File: config.mk
export PLATFORM = sky130hd
export DESIGN_NAME = twoport_sem_bank
export DESIGN_NICKNAME = d
export VERILOG_FILES = /design/src/rtl/sem_bank_pkg.sv /design/src/rtl/sem_port_dec.sv /design/src/rtl/sem_cell.sv /design/src/rtl/sem_read_hold.sv /design/src/rtl/twoport_sem_bank.sv
export SDC_FILE = /design/constraint.sdc
export NUM_CORES = 1
export LEC_CHECK = 0
export BUFFER_PORTS_ARGS = -buffer_cell sky130_fd_sc_hd__buf_2
export CAP_MARGIN = 5
export CORE_MARGIN = 4
export CORE_UTILIZATION = 35
export CTS_CLUSTER_DIAMETER = 80
export DETAILED_ROUTE_END_ITERATION = 12
export PLACE_DENSITY = 0.55
export SYNTH_ARGS = -nofsm -noshare
export SYNTH_HDL_FRONTEND = slang
export SYNTH_HIERARCHICAL = 1
export SYNTH_SLANG_ARGS = --single-unit
File: constraint.sdc
create_clock -name clk -period 1.5 [get_ports clk]
set_clock_uncertainty 0.1 [all_clocks]
set_input_delay 0.45 -clock clk [delete_from_list [all_inputs] [get_ports clk]]
set_output_delay 0.45 -clock clk [all_outputs]
set_load 0.01 [all_outputs]
File: src/rtl/sem_bank_pkg.sv
package sem_bank_pkg;

  // A port reaches the token space only with select high and memory enable low.
  function automatic logic sem_access(input logic mem_en, input logic sem_sel);
    return sem_sel & ~mem_en;
  endfunction

  // Active-low token: a written 0 asks for ownership.
  function automatic logic asks_token(input logic data_bit0);
    return ~data_bit0;
  endfunction

  // Value a side sees: 0 when it holds the token, 1 otherwise.
  function automatic logic side_view(input logic holds);
    return ~holds;
  endfunction

endpackage

File: src/rtl/sem_port_dec.sv
module sem_port_dec #(
  parameter int N  = 8,
  parameter int AW = 14,
  parameter int DW = 9
) (
  input  logic                  mem_en,
  input  logic                  sem_sel,
  input  logic                  wr,
  input  logic                  rd,
  input  logic [AW-1:0]         addr,
  input  logic [DW-1:0]         wdata,
  output logic [N-1:0]          hit,
  output logic                  wbit,
  output logic                  rd_active,
  output logic [$clog2(N)-1:0]  rd_idx
);
  import sem_bank_pkg::*;

  localparam int IW = $clog2(N);

  logic            acc;
  logic            wr_ok;
  logic [IW-1:0]   idx;
  logic            unused_hi;

  assign acc       = sem_access(mem_en, sem_sel);
  assign wr_ok     = acc & wr;
  assign idx       = addr[IW-1:0];
  assign wbit      = wdata[0];
  assign rd_active = acc & rd;
  assign rd_idx    = idx;
  assign unused_hi = ^{addr[AW-1:IW], wdata[DW-1:1]};

  for (genvar k = 0; k < N; k++) begin : g_hit
    assign hit[k] = wr_ok && (idx == IW'(k));
  end

endmodule

File: src/rtl/sem_cell.sv
module sem_cell (
  input  logic clk,
  input  logic rst_n,
  input  logic wr_l,
  input  logic bit_l,
  input  logic wr_r,
  input  logic bit_r,
  output logic own_l,
  output logic own_r,
  output logic pend_l,
  output logic pend_r
);
  import sem_bank_pkg::*;

  logic req_l, req_r, rel_l, rel_r;
  logic eff_pl, eff_pr;
  logic n_ol, n_or, n_pl, n_pr;

  assign req_l  = wr_l & asks_token(bit_l);
  assign req_r  = wr_r & asks_token(bit_r);
  assign rel_l  = wr_l & bit_l;
  assign rel_r  = wr_r & bit_r;
  // A write from a side overrides its latch: 0 queues, 1 cancels.
  assign eff_pl = wr_l ? req_l : pend_l;
  assign eff_pr = wr_r ? req_r : pend_r;

  always_comb begin
    n_ol = own_l;
    n_or = own_r;
    n_pl = eff_pl;
    n_pr = eff_pr;
    if (!own_l && !own_r) begin
      if (req_l) begin
        n_ol = 1'b1;
        n_pl = 1'b0;
      end else if (req_r) begin
        n_or = 1'b1;
        n_pr = 1'b0;
      end
    end else if (own_l) begin
      n_pl = 1'b0;
      if (rel_l) begin
        n_ol = 1'b0;
        if (eff_pr) begin
          n_or = 1'b1;
          n_pr = 1'b0;
        end
      end
    end else begin
      n_pr = 1'b0;
      if (rel_r) begin
        n_or = 1'b0;
        if (eff_pl) begin
          n_ol = 1'b1;
          n_pl = 1'b0;
        end
      end
    end
  end

  always_ff @(posedge clk or negedge rst_n) begin
    if (!rst_n) begin
      own_l  <= 1'b0;
      own_r  <= 1'b0;
      pend_l <= 1'b0;
      pend_r <= 1'b0;
    end else begin
      own_l  <= n_ol;
      own_r  <= n_or;
      pend_l <= n_pl;
      pend_r <= n_pr;
    end
  end

endmodule

File: src/rtl/sem_read_hold.sv
module sem_read_hold #(
  parameter int N  = 8,
  parameter int DW = 9
) (
  input  logic                 clk,
  input  logic                 rst_n,
  input  logic                 rd_active,
  input  logic [N-1:0]         flags,
  input  logic [$clog2(N)-1:0] idx,
  output logic [DW-1:0]        rdata
);
  logic cap_q;

  always_ff @(posedge clk or negedge rst_n) begin
    if (!rst_n) begin
      cap_q <= 1'b0;
      rdata <= '0;
    end else begin
      cap_q <= rd_active;
      if (!rd_active) begin
        rdata <= '0;
      end else if (!cap_q) begin
        rdata <= {DW{flags[idx]}};
      end
    end
  end

endmodule

File: src/rtl/twoport_sem_bank.sv
module twoport_sem_bank #(
  parameter int N  = 8,
  parameter int AW = 14,
  parameter int DW = 9
) (
  input  logic          clk,
  input  logic          rst_n,
  input  logic          lft_mem_en,
  input  logic          lft_sem_sel,
  input  logic          lft_wr,
  input  logic          lft_rd,
  input  logic [AW-1:0] lft_addr,
  input  logic [DW-1:0] lft_wdata,
  output logic [DW-1:0] lft_rdata,
  input  logic          rgt_mem_en,
  input  logic          rgt_sem_sel,
  input  logic          rgt_wr,
  input  logic          rgt_rd,
  input  logic [AW-1:0] rgt_addr,
  input  logic [DW-1:0] rgt_wdata,
  output logic [DW-1:0] rgt_rdata
);
  import sem_bank_pkg::*;

  localparam int IW = $clog2(N);

  logic [N-1:0]  hit_l, hit_r;
  logic          wbit_l, wbit_r;
  logic          rd_act_l, rd_act_r;
  logic [IW-1:0] idx_l, idx_r;
  logic [N-1:0]  own_l, own_r, pend_l, pend_r;
  logic [N-1:0]  flag_l, flag_r;

  sem_port_dec #(.N(N), .AW(AW), .DW(DW)) u_dec_l (
    .mem_en(lft_mem_en), .sem_sel(lft_sem_sel), .wr(lft_wr), .rd(lft_rd),
    .addr(lft_addr), .wdata(lft_wdata), .hit(hit_l), .wbit(wbit_l),
    .rd_active(rd_act_l), .rd_idx(idx_l)
  );

  sem_port_dec #(.N(N), .AW(AW), .DW(DW)) u_dec_r (
    .mem_en(rgt_mem_en), .sem_sel(rgt_sem_sel), .wr(rgt_wr), .rd(rgt_rd),
    .addr(rgt_addr), .wdata(rgt_wdata), .hit(hit_r), .wbit(wbit_r),
    .rd_active(rd_act_r), .rd_idx(idx_r)
  );

  for (genvar k = 0; k < N; k++) begin : g_tok
    sem_cell u_cell (
      .clk(clk), .rst_n(rst_n),
      .wr_l(hit_l[k]), .bit_l(wbit_l),
      .wr_r(hit_r[k]), .bit_r(wbit_r),
      .own_l(own_l[k]), .own_r(own_r[k]),
      .pend_l(pend_l[k]), .pend_r(pend_r[k])
    );
    assign flag_l[k] = side_view(own_l[k]);
    assign flag_r[k] = side_view(own_r[k]);
  end

  sem_read_hold #(.N(N), .DW(DW)) u_rd_l (
    .clk(clk), .rst_n(rst_n), .rd_active(rd_act_l),
    .flags(flag_l), .idx(idx_l), .rdata(lft_rdata)
  );

  sem_read_hold #(.N(N), .DW(DW)) u_rd_r (
    .clk(clk), .rst_n(rst_n), .rd_active(rd_act_r),
    .flags(flag_r), .idx(idx_r), .rdata(rgt_rdata)
  );

endmodule

==> summary.txt <==
CTS
  • Clock slew at reported path FFs: 0.07 ns
  • Clk buf depth: 2
  • Number of buffers created by CTS: 5
  • Post-CTS Hold Fix Bufs: 0
  • Worst-Skew Late Latency: slightly below 0.3 ns
  • Clk sinks: 36
  • CTS tree: yes
  • Root buffer cell: clkbuf_8
  • H-tree lvl count: 2

Setup path
  • CP Max Fanout: 5
  • Kind of critical path: primary input to register
  • Req. time, crit path: around 1.6 ns
  • CP startpoint kind: primary input
  • WP data arrival: between 1.5 and 2 ns
  • Worst Setup End Kind: register

Synth
  • Yosys cell types: 26
  • Count leader, synth: dfrtp_1
  • EDFF count, synth: 0
  • Synthesized area: around 2400 µm²
  • Post-Synthesis Cells: around 280
  • Synthesized Nets: about 330
  • Area leader, netlist: dfrtp_1
  • Register area share after synthesis: 37.2%
  • Synth Warn #: 6
  • Ranking of synthesized cells by area: dfrtp_1 (37%), buf_4 (7.4%), a21oi_1 (6.6%)
  • FFs w/ async S/R, synth: 100%
  • Mapped Avg Cell Area: 8.72 µm²
  • FF+latch count, synth: 36
  • Main combinational cell family by area after synthesis: compound AO/OA/AOI/OAI gates
  • Mux cell area share after synthesis: 3.92%
  • XOR/XNOR Fraction of Synth Area: 0%
  • Post-Synth Simple-Gate Area: about a fifth
  • Top cell type's share of synthesized area: 37.2%
  • Primary FF master, synth: dfrtp_1
  • Synth Area in Adders: 0%
  • Synth top cells by count: dfrtp_1 (36), a21oi_1 (32), inv_1 (28)
  • Compound-gate portion of the synthesized area: between 20% and 30%

Floorplan
  • Initial core utilization: 35.9%
  • Core Rows: 30
  • Chip Width: around 91 µm
  • Die span in y: between 90 and 100 µm
  • Area of the die: between 8000 and 9000 µm²
  • I/O pin count: 74
  • Core area: 6760 µm²

Timing
  • Max Fclk: about 0.6 GHz
  • Slew @ Worst Pin: 0.499 ns
  • Fin crit period: between 1.5 and 2 ns
  • # setup viols final: 24
  • Fin. max-slew vios: 0
  • Final Hold Fails: 0
  • Fin crit share: 111%
  • RSZ-0062 raised after global routing: yes
  • PnR worst setup slack: -0.168 ns
  • Rel. slew slack: between 60 and 70%

Finish
  • Ant diodes: 0
  • Area growth, synth to finish: 39.3%
  • Fin cells: 426
  • Nets: between 400 and 500
  • Layout cells sized above 1: approximately half
  • Post-route cell area: about 3400 µm²

Run status
  • Status: finished, violations left
  • Failing checks: negative setup slack

GRT
  • Vias in the first global route: about 2200
  • Largest net degree at the start of global routing: 37
  • First-pass GRT wire length: 9850 µm
  • Initial antenna violation count: 0
  • Gr usage total: 14.8%
  • GR Overflow Total: 0

Routing
  • Post-route ant nets: 0
  • DRT Pass-1 Iters: 4
  • DRC Markers: 0
  • Iteration-0 DRC count of the detailed router: 84
  • WL/cell: approximately 15 µm
  • Vias per cell: a little over 5
  • Via count: approximately 2200
  • Total Wirelength: 6190 µm

Power
  • Leak pwr: 1.61 nW
  • Total power draw: about 0.0032 W
  • Worst vdd ir: 411 µV
  • PwrDens: roughly 940 nW/µm²

Hold path
  • Hold WC Path Type: primary input to asynchronous set/reset pin

Placement
  • Placed instance count: 410
  • Cell Area, Placed: between 2000 and 3000 µm²
  • # port buffers: 35
  • Global placement routability congestion: between 0.7 and 0.8
  • Placed wire-length estimate: about 4300 µm

Run
  • Max-Cap Viols: 0
[final cells by class]
type	instances	area (µm²)
clock buffers	8	90.1
fillers	630	3380
inverters	28	105
multi-input cells	182	1470
flip-flops and latches	36	903
well taps	80	100
repair buffers	92	712
[flip-flops by register name, summed over array words and instances (netlist names)]
register	flops
g_tok.u_cell/own_l	8
g_tok.u_cell/own_r	8
g_tok.u_cell/pend_l	8
g_tok.u_cell/pend_r	8
u_rd_l/cap_q	1
u_rd_l/rdata	1
u_rd_r/cap_q	1
u_rd_r/rdata	1
[per-layer routing]
metal | up-vias | GRT usage, % | share of wire, %
li1 | 1113 | - | -
met1 | 1056 | 18.0 | 45
met2 | 38 | 24.8 | 50
met3 | 7 | 3.48 | 3.2
met4 | 0 | 6.28 | 1.4
met5 | - | 0 | 0
[metrics by stage]
stage          setup WS [ns]  setup TNS (ns)  util (%)  hold WS [ns]
2_1_floorplan         -0.247           -4.22         -        0.0544
3_3_place_gp          -0.475          -11.93      43.7         0.334
3_5_place_dp          -0.497          -12.31      43.7         0.334
4_1_cts               -0.122           -1.15      46.9        0.0189
5_1_grt               -0.217           -3.40      50.0        0.0254
6_report              -0.168           -1.81      50.0        0.0208
[worst max-delay path, cell delays in order]
cell and delay [ns]:
buf_6 0.09, or3b_4 0.44, nor3_4 0.25, buf_4 0.16
buf_6 0.09, a21oi_2 0.02, a21oi_1 0.12, a2bb2oi_1 0.16
[where the power goes]
part | internal (W) | switching, W
Combinational | 0.000562 | 0.000613
Clock | 0.000375 | 0.000349
Sequential | 0.00114 | 0.000144
Total | 0.00208 | 0.00111
[logic make-up (layout without fill, tap and decap cells)]
family                 after synthesis  in the layout
and+or+nand+nor                     82             82
AOI/OAI and AO/OA                   94             94
muxes                                6              6
buffers and inverters               60            128
DFF                                 36             36
[repair_timing]
action                                  CTS  global route
resized for setup                        26            41
buffers inserted                          3             6
endpoints found under the setup margin   37            49
pin swaps                                17            16
[worst paths after layout]
path	from	to	slack [ns]	cells past startpoint
worst max-delay path	lft_addr[0]	g_tok[4].u_cell/own_l	-0.17	8
worst min-delay path	rst_n	g_tok[6].u_cell/own_r	0.02	2
worst max register to register	g_tok[5].u_cell/own_r	u_rd_r/rdata[7]	0.18	4
worst min register to register	g_tok[1].u_cell/pend_r	g_tok[1].u_cell/own_r	0.46	2
max in group asynchronous	rst_n	u_rd_l/rdata[7]	1.08	2
min in group clk	lft_sem_sel	u_rd_l/cap_q	0.35	2
[cells in the final DEF (no fill, tap or decap), types with 6 or more instances in the layout]
| cell type | instances |
|---|---|
| a311oi_1 | 7 |
| nor2_1 | 8 |
| buf_4 | 42 |
| nor2_4 | 11 |
| buf_2 | 28 |
| o21bai_1 | 7 |
| and2b_2 | 16 |
| a21oi_2 | 10 |
| nand3_2 | 6 |
| inv_1 | 28 |
| a31oi_1 | 12 |
| a221oi_2 | 6 |
| nand2_1 | 11 |
| a21oi_1 | 22 |
| o22ai_1 | 8 |
| dfrtp_1 | 34 |
| and2_4 | 6 |
| buf_6 | 21 |
| clkbuf_8 | 6 |
Power figures use the tool's default switching activity.
